File: config.mk
export PLATFORM = sky130hd
export DESIGN_NAME = dram_hidden_refresh
export DESIGN_NICKNAME = d
export VERILOG_FILES = /design/src/rtl/refresh_pkg.sv /design/src/rtl/refresh_prescaler.sv /design/src/rtl/refresh_sequencer.sv /design/src/rtl/refresh_row_counter.sv /design/src/rtl/dram_hidden_refresh.sv
export SDC_FILE = /design/constraint.sdc
export NUM_CORES = 1
export LEC_CHECK = 0
export CELL_PAD_IN_SITES_DETAIL_PLACEMENT = 0
export CELL_PAD_IN_SITES_GLOBAL_PLACEMENT = 1
export CORE_MARGIN = 2
export CORE_UTILIZATION = 41
export DETAILED_ROUTE_END_ITERATION = 16
export HOLD_SLACK_MARGIN = 0.15
export PLACE_DENSITY = 0.86
export SETUP_SLACK_MARGIN = 0.02
export SYNTH_ARGS = -nofsm -noshare
export SYNTH_HDL_FRONTEND = slang
export SYNTH_SLANG_ARGS = --single-unit
File: constraint.sdc
create_clock -name clk -period 1.7 [get_ports clk]
set_clock_uncertainty 0.15 [all_clocks]
set_input_delay 0.255 -clock clk [delete_from_list [all_inputs] [get_ports clk]]
set_output_delay 0.255 -clock clk [all_outputs]
set_load 0.02 [all_outputs]
File: src/rtl/refresh_pkg.sv
// Shared types for the hidden refresh controller.
package refresh_pkg;
    // Sequencer phases of one RAS-only refresh
    typedef enum logic [1:0] {
        SQ_IDLE    = 2'd0,
        SQ_STROBE  = 2'd1,
        SQ_RECOVER = 2'd2
    } seq_state_t;
endpackage

File: src/rtl/refresh_prescaler.sv
// Free-running divider that emits a one-clock request pulse every PRESCALE
// clocks. Assumes PRESCALE >= 2.
module refresh_prescaler #(
    parameter int PRESCALE = 1953
) (
    input  logic clk,
    input  logic rst_n,
    output logic tick
);
    localparam int PS_W = $clog2(PRESCALE);

    logic [PS_W-1:0] div_cnt;

    // Count 0..PRESCALE-1 and pulse tick on the terminal count
    always_ff @(posedge clk) begin
        if (!rst_n) begin
            div_cnt <= '0;
            tick    <= 1'b0;
        end else if (div_cnt == PS_W'(PRESCALE - 1)) begin
            div_cnt <= '0;
            tick    <= 1'b1;
        end else begin
            div_cnt <= div_cnt + 1'b1;
            tick    <= 1'b0;
        end
    end
endmodule

File: src/rtl/refresh_sequencer.sv
// Holds pending requests and runs the strobe/recover sequence. A sequence
// starts only on the first clock of an idle window. Assumes the window is
// at least RAS_CYC + PRE_CYC clocks long.
module refresh_sequencer
    import refresh_pkg::*;
#(
    parameter int RAS_CYC = 3,
    parameter int PRE_CYC = 2
) (
    input  logic clk,
    input  logic rst_n,
    input  logic phase1,
    input  logic tick,
    output logic ras_n,
    output logic busy,
    output logic row_done
);
    localparam int MAXC = (RAS_CYC > PRE_CYC) ? RAS_CYC : PRE_CYC;
    localparam int CW   = $clog2(MAXC + 1);

    seq_state_t      state;
    logic [CW-1:0]   cnt;
    logic            pending;
    logic            phase1_q;
    logic            start;

    // Start condition: idle, window opening edge, request waiting
    always_comb begin
        start    = (state == SQ_IDLE) && phase1 && !phase1_q && pending;
        row_done = (state == SQ_RECOVER) && (cnt == CW'(PRE_CYC - 1));
        ras_n    = (state != SQ_STROBE);
        busy     = (state != SQ_IDLE);
    end

    // Request latch and window-edge history
    always_ff @(posedge clk) begin
        if (!rst_n) begin
            pending  <= 1'b0;
            phase1_q <= 1'b0;
        end else begin
            pending  <= (pending && !start) || tick;
            phase1_q <= phase1;
        end
    end

    // Sequence state and phase length counter
    always_ff @(posedge clk) begin
        if (!rst_n) begin
            state <= SQ_IDLE;
            cnt   <= '0;
        end else begin
            case (state)
                SQ_IDLE: begin
                    if (start) begin
                        state <= SQ_STROBE;
                        cnt   <= '0;
                    end
                end
                SQ_STROBE: begin
                    if (cnt == CW'(RAS_CYC - 1)) begin
                        state <= SQ_RECOVER;
                        cnt   <= '0;
                    end else begin
                        cnt <= cnt + 1'b1;
                    end
                end
                SQ_RECOVER: begin
                    if (row_done) begin
                        state <= SQ_IDLE;
                        cnt   <= '0;
                    end else begin
                        cnt <= cnt + 1'b1;
                    end
                end
                default: begin
                    state <= SQ_IDLE;
                    cnt   <= '0;
                end
            endcase
        end
    end
endmodule

File: src/rtl/refresh_row_counter.sv
// Refresh row counter. It wraps at 2**(ROW_BITS-1) rows or at 2**ROW_BITS
// rows, as selected by cfg_long. Advances on row_done only.
module refresh_row_counter #(
    parameter int ROW_BITS = 8
) (
    input  logic                clk,
    input  logic                rst_n,
    input  logic                cfg_long,
    input  logic                row_done,
    output logic [ROW_BITS-1:0] row
);
    logic [ROW_BITS-1:0] row_q;
    logic [ROW_BITS-1:0] mask;

    // Short devices use one row bit fewer
    always_comb begin
        mask = cfg_long ? {ROW_BITS{1'b1}} : {1'b0, {(ROW_BITS-1){1'b1}}};
        row  = row_q & mask;
    end

    // Step to the next row after each served refresh
    always_ff @(posedge clk) begin
        if (!rst_n)
            row_q <= '0;
        else if (row_done)
            row_q <= (row_q + 1'b1) & mask;
    end
endmodule

File: src/rtl/dram_hidden_refresh.sv
// Top of the hidden refresh controller: prescaler, sequencer and row
// counter. Assumes phase1 is synchronous to clk and that each idle window
// lasts at least RAS_CYC + PRE_CYC clocks.
module dram_hidden_refresh #(
    parameter int PRESCALE = 1953,
    parameter int RAS_CYC  = 3,
    parameter int PRE_CYC  = 2,
    parameter int ROW_BITS = 8
) (
    input  logic                clk,
    input  logic                rst_n,
    input  logic                phase1,
    input  logic                cfg_long,
    output logic [ROW_BITS-1:0] ref_row,
    output logic                ras_n,
    output logic                ref_active,
    output logic                addr_sel
);
    logic tick;
    logic row_done;
    logic busy;

    refresh_prescaler #(.PRESCALE(PRESCALE)) u_presc (
        .clk  (clk),
        .rst_n(rst_n),
        .tick (tick)
    );

    refresh_sequencer #(.RAS_CYC(RAS_CYC), .PRE_CYC(PRE_CYC)) u_seq (
        .clk     (clk),
        .rst_n   (rst_n),
        .phase1  (phase1),
        .tick    (tick),
        .ras_n   (ras_n),
        .busy    (busy),
        .row_done(row_done)
    );

    refresh_row_counter #(.ROW_BITS(ROW_BITS)) u_rows (
        .clk     (clk),
        .rst_n   (rst_n),
        .cfg_long(cfg_long),
        .row_done(row_done),
        .row     (ref_row)
    );

    // Busy drives both the hold-off flag and the address steering
    always_comb begin
        ref_active = busy;
        addr_sel   = busy;
    end
endmodule

Yosys cells after proc, flatten, opt, wreduce, memory -nomap -nowiden. Index checks and enable logic that the tools add are counted.

Register bits: 26. Output and inout bits: 11. Bits in latches: 0. Memories kept: 0. Input bits: 4. Bits in read-only memories: 0. RAM bits: 0. Logic and storage cells: 44.

Reduce and logical (&&, ||, !) cells: 12. Order comparisons: 0. Shifts and indexed selects: 0. Multiplexer cells: 10. $mul: 0. Bitwise operators: 3. Equality and inequality tests: 9. Divide/modulo/power cells: 0. Add/sub/neg operators: 3.

Operator list (count): $and 8x8->8 (2); $mux 2 (6); $pmux 2 s3 (2); $add 11x1->11 const B (1); $eq 11x11->1 const B (1); $add 8x1->8 const B (1); $mux 8 (1); $ne 2x1->1 const B (3); $logic_and 1x1->1 (5); $eq 2x1->1 const B (2); $eq 2x2->1 const B (2); $reduce_and 3->1 (1); $add 2x1->2 const B (1); $logic_not 1->1 (2); $logic_not 2->1 (1); $ne 2x2->1 const B (1); $reduce_bool 2->1 (1); $reduce_or 2->1 (1); $logic_or 1x1->1 (1); $mux 1 (1); $not 1->1 (1).

Longest topological paths before layout.
Depth after elaboration: 7. Depth in mapped cells: 7. Depth with buffers taken out: 6.

Modules after synthesis. From an unflattened synthesis, not the netlist that was laid out.

Cell total of the unflattened synthesis: 146. Area, all modules: 1326.3 um2.

By module, submodules not included: refresh_prescaler (instances 1, area an instance 543.0 um2, cells an instance 59); refresh_row_counter (instances 1, area an instance 426.7 um2, cells an instance 46); refresh_sequencer (instances 1, area an instance 349.1 um2, cells an instance 40); dram_hidden_refresh (instances 1, area an instance 7.5 um2, cells an instance 1).

Least setup slack after synthesis. OpenSTA, ideal clock, no wires.

Kind: reg-to-reg. Start: reg u_seq.state[0]. End: reg u_rows.row_q[6]. Data arrival time: 1.340 ns. Stages on the path, launching flop included: 8. Data required time: 1.477 ns. Setup slack: 0.138 ns. Clock period less this slack: 1.562 ns. Library setup time: 0.073 ns. Path through: dfxtp_1 inv_1 ha_1 and3b_1 buf_6 nand2_4 or3_1 a21oi_1.

Longest elaborated chain between the ends: 2.

Ends and longest elaborated chain: start: declaration (RTL line refresh_sequencer.sv:21) `seq_state_t state;`; start signal: assignment (RTL line refresh_sequencer.sv:49) `state <= SQ_IDLE;`; start signal: assignment (RTL line refresh_sequencer.sv:55) `state <= SQ_STROBE;`; start signal: assignment (RTL line refresh_sequencer.sv:61) `state <= SQ_RECOVER;`; $eq 2x2->1 (RTL line refresh_sequencer.sv:30) `row_done = (state == SQ_RECOVER) && (cnt == CW'(PRE_CYC - 1));`; $logic_and 1x1->1 (RTL line refresh_sequencer.sv:30); end signal: assignment (RTL line refresh_row_counter.sv:26) `row_q <= (row_q + 1'b1) & mask;`; end: declaration (RTL line refresh_row_counter.sv:12) `logic [ROW_BITS-1:0] row_q;`.

No other way between the ends. A chain may end at the register's enable or synchronous reset.

Final worst setup path.
Start: reg u_seq.state[1]. End: out ras_n.

Longest elaborated chain between the ends: 1.

Ends and longest elaborated chain: $ne 2x1->1 (RTL line refresh_sequencer.sv:31) `ras_n = (state != SQ_STROBE);`; end: declaration (RTL line dram_hidden_refresh.sv:15) `output logic ras_n,`.

No other way between the ends.

==> metrics.md <==
| Metric | Value |
|---|---|
| CTS Buffer Depth | 2 |
| GR Overflow Total | 0 |
| Reg2Reg Depth | 7 |
| PD cells | just over 800 nW/um^2 |
| Crit path required time | 1.29 ns |
| Mean Syn Cell Area | 8.87 sq um |
| Synthesized instance count | approximately 140 |
| Leakage | 0.000630 uW |
| Number of buffers created by CTS | 3 |
| DRT Pass-1 Iters | 6 |
| Largest net degree at the start of global routing | 16 |
| Crit path launch type | register |
| Clock Sinks | 26 |
| # DRC | 0 |
| Register-to-register setup slack | 0.13 ns |
| Yosys warns | 0 |
| Minimum clock period | ~1.6 ns |
| Row count | 20 |
| Maximum VDD drop | approximately 0.46 mV |
| GRT Util Overall | between 10% and 20% |
| Flop pwr share | approximately half |
| Synth unique cells | 34 |
| Area after DPL | 1440 sq um |
| Crit Path Category | reg2out |
| Clock root cell | clkbuf_4 |
| Synth Net Count | 154 |
| Internal | approximately 940 uW |
| Outcome | complete, no violations |
| EDFF count, synth | 0 |
| Setup ws final | ~0.11 ns |
| Worst flop-to-flop path startpoint | u_seq.state[1] |
| CP max FO | 3 |
| Clock power frac | between 30% and 40% |
| Async S/R FF share, synth | 0% |
| Hold Path End | u_seq.pending |
| CP Capture Type | output port |
| Combinational power share | between 10 and 15% |
| Core area | roughly 3000 sq um |
| Switching Share | about 24% |
| Hold Path Stages | 2 |
| Initial antenna violation count | 0 |
| Dpl hpwl | approximately 1.8 mm |
| Routed via count | between 900 and 1000 |
| RSZ-0062 raised after global routing | no |
| Nets | approximately 170 |
| Worst EP arrival | approximately 1.2 ns |
| Psw | between 300 and 400 uW |
| Vias per inst | 5.17 |
| Ratio of cells with drive above 1 in the final layout | roughly a fifth |
| Post-synthesis sequential area ratio | a little over 40% |
| Port buffer count | 14 |
| Htree depth | 1 |
| Fin area | ~1500 sq um |
| Dpl cells | between 150 and 200 |
| Worst-path clk slew | ~0.14 ns |
| Ant. Diodes | 0 |
| Iter 0 DRT Violations | 37 |
| Routed wire per std cell | 11.9 microns |
| Synth Register Bits | 26 |
| Final core occ | between 50 and 60% |
| Layout Cells excl Fill | ~190 |
| First-pass GRT wire length | 4.13 mm |
| Max cap viols | 0 |
| Final Hold Vio Count | 0 |
| Io pins | 15 |
| Max Transition Viols Final | 0 |
| Area growth, synth to finish | 19.7% |
| Vias in the first global route | between 1000 and 1500 |
| Die Span X | 59.6 microns |
| Pre-CTS WS | -0.154 ns |
| Layout fillers | around 290 |
| Antenna Nets Post-Route | 0 |
| Max frequency | between 600 and 700 MHz |
| Reg-to-Reg End | u_rows.row_q[7] |
| CTS tree | done |
| Cell area after synthesis | ~1300 sq um |
| Clk_lat worst skew | between 0.3 and 0.4 ns |
| Predominant post-synthesis flop cell | dfxtp_1 |
| HP Start | u_presc.tick |
| Postcts setup bufs | 0 |
| Final period util | 93.5% |
| Final wirelength | around 2.3 mm |
| Worst-margin pin slew | 0.349 ns |
| Rel. slew slack | around 77% |
| Die Height | 59.6 microns |
| # setup viols final | 0 |
| Die area | about 3600 sq um |
| Starting Density | a little over two fifths |
| Hold/Removal Path Class | reg2reg |
| Placer's final routability congestion estimate | ~0.75 |
## area by class of cell
type	instances	area [sq um]	share of cell area, %
repair buffers	23	186	12.3
clock inverters	1	30.0	1.98
inverters	10	37.5	2.47
multi-input cells	97	678	44.6
well taps	33	41.3	2.72
flip-flops and latches	26	523	34.4
clock buffers	3	22.5	1.48
## through the flow
step / hold WS (ns) / setup TNS [ns] / total power [uW]
after floorplan: 0.227 / 0 / 773
after global placement: 0.270 / -0.141 / 838
after detailed placement: 0.285 / -0.155 / 844
after CTS: 0.317 / 0 / 1250
after global routing: 0.372 / 0 / 1300
final: 0.314 / 0 / 1240
## Yosys cell counts, types with 4 or more instances
library cell  instances  area, sq um
buf_4                 8         60.1
dfxtp_1              26          521
ha_1                  7         87.6
inv_1                 9         33.8
nand2_1               9         33.8
nand3_1               6         30.0
nand4_1               6         37.5
nor2_1               21         78.8
nor3_1                4         20.0
xnor2_1               9         78.8
xor2_1                5         43.8
## layout by cell type (no fill, tap or decap), drive strengths merged, types with 2 or more instances in the layout
cell type,count
dfxtp,26
nor2,21
buf,12
nand2,11
xnor2,9
inv,9
dlygate4sd2,8
ha,7
nand4,6
nand3,6
xor2,5
nor3,4
mux2i,3
nand3b,3
clkbuf,3
clkdlybuf4s50,3
o21ai,3
a21oi,3
and2,2
and3,2
## critical path, cell delays in order, from the launching register on
cell	delay, ns
dfxtp_2	0.36
inv_1	0.06
ha_1	0.21
inv_1	0.08
buf_2	0.16
## cell families (layout without fill, tap and decap cells)
kind of cell	after synthesis	count (layout)	synth area share [%]
xor+xnor	14	14	9.66
simple gates	61	61	24.9
fa+ha+maj	7	7	6.90
buf+inv	20	37	8.97
compound gates	12	12	6.21
mux	3	3	2.37
flops	26	26	41.0
## flip-flops by register name, summed over array words and instances, names as in the netlist
name,cells
u_presc.tick,1
u_seq.state,2
u_seq.pending,1
u_rows.row_q,8
u_seq.cnt,2
u_seq.phase1_q,1
u_presc.div_cnt,11
## power groups by stage
| stage | clock network [uW] | logic, uW | registers, uW |
|---|---|---|---|
| after global placement | 0 | 191 | 647 |
| after floorplan | 0 | 127 | 646 |
| final | 421 | 185 | 638 |
| after CTS | 433 | 180 | 637 |
| after global routing | 450 | 207 | 641 |
| after detailed placement | 0 | 195 | 648 |
## worst max-delay path by stage
stage / cells past startpoint / to / from / slack, ns
finish: 4 / ras_n / u_seq.state[1] / 0.11
detailed placement: 3 / ref_row[7] / cfg_long / -0.15
CTS: 4 / ras_n / u_seq.state[1] / 0.09
global placement: 3 / ref_row[7] / cfg_long / -0.14
global route: 5 / u_presc.div_cnt[8] / u_presc.div_cnt[0] / 0.02
floorplan: 7 / u_rows.row_q[6] / u_seq.state[0] / 0.14
## per-layer routing
metal  up-vias  track usage [%]  share of wire, %
met3         2             3.28               3.0
met5         -                0                 0
li1        507                -                 -
met4         0             6.03              0.65
met1       474             17.6                45
met2        14             25.7                51
## what timing repair did
action	CTS	global route
resized for setup	22	12
hold buffers	0	0
setup endpoints to repair	12	18
cloned	0	0
pin swaps	0	3
(Power assumes the default switching activity.)
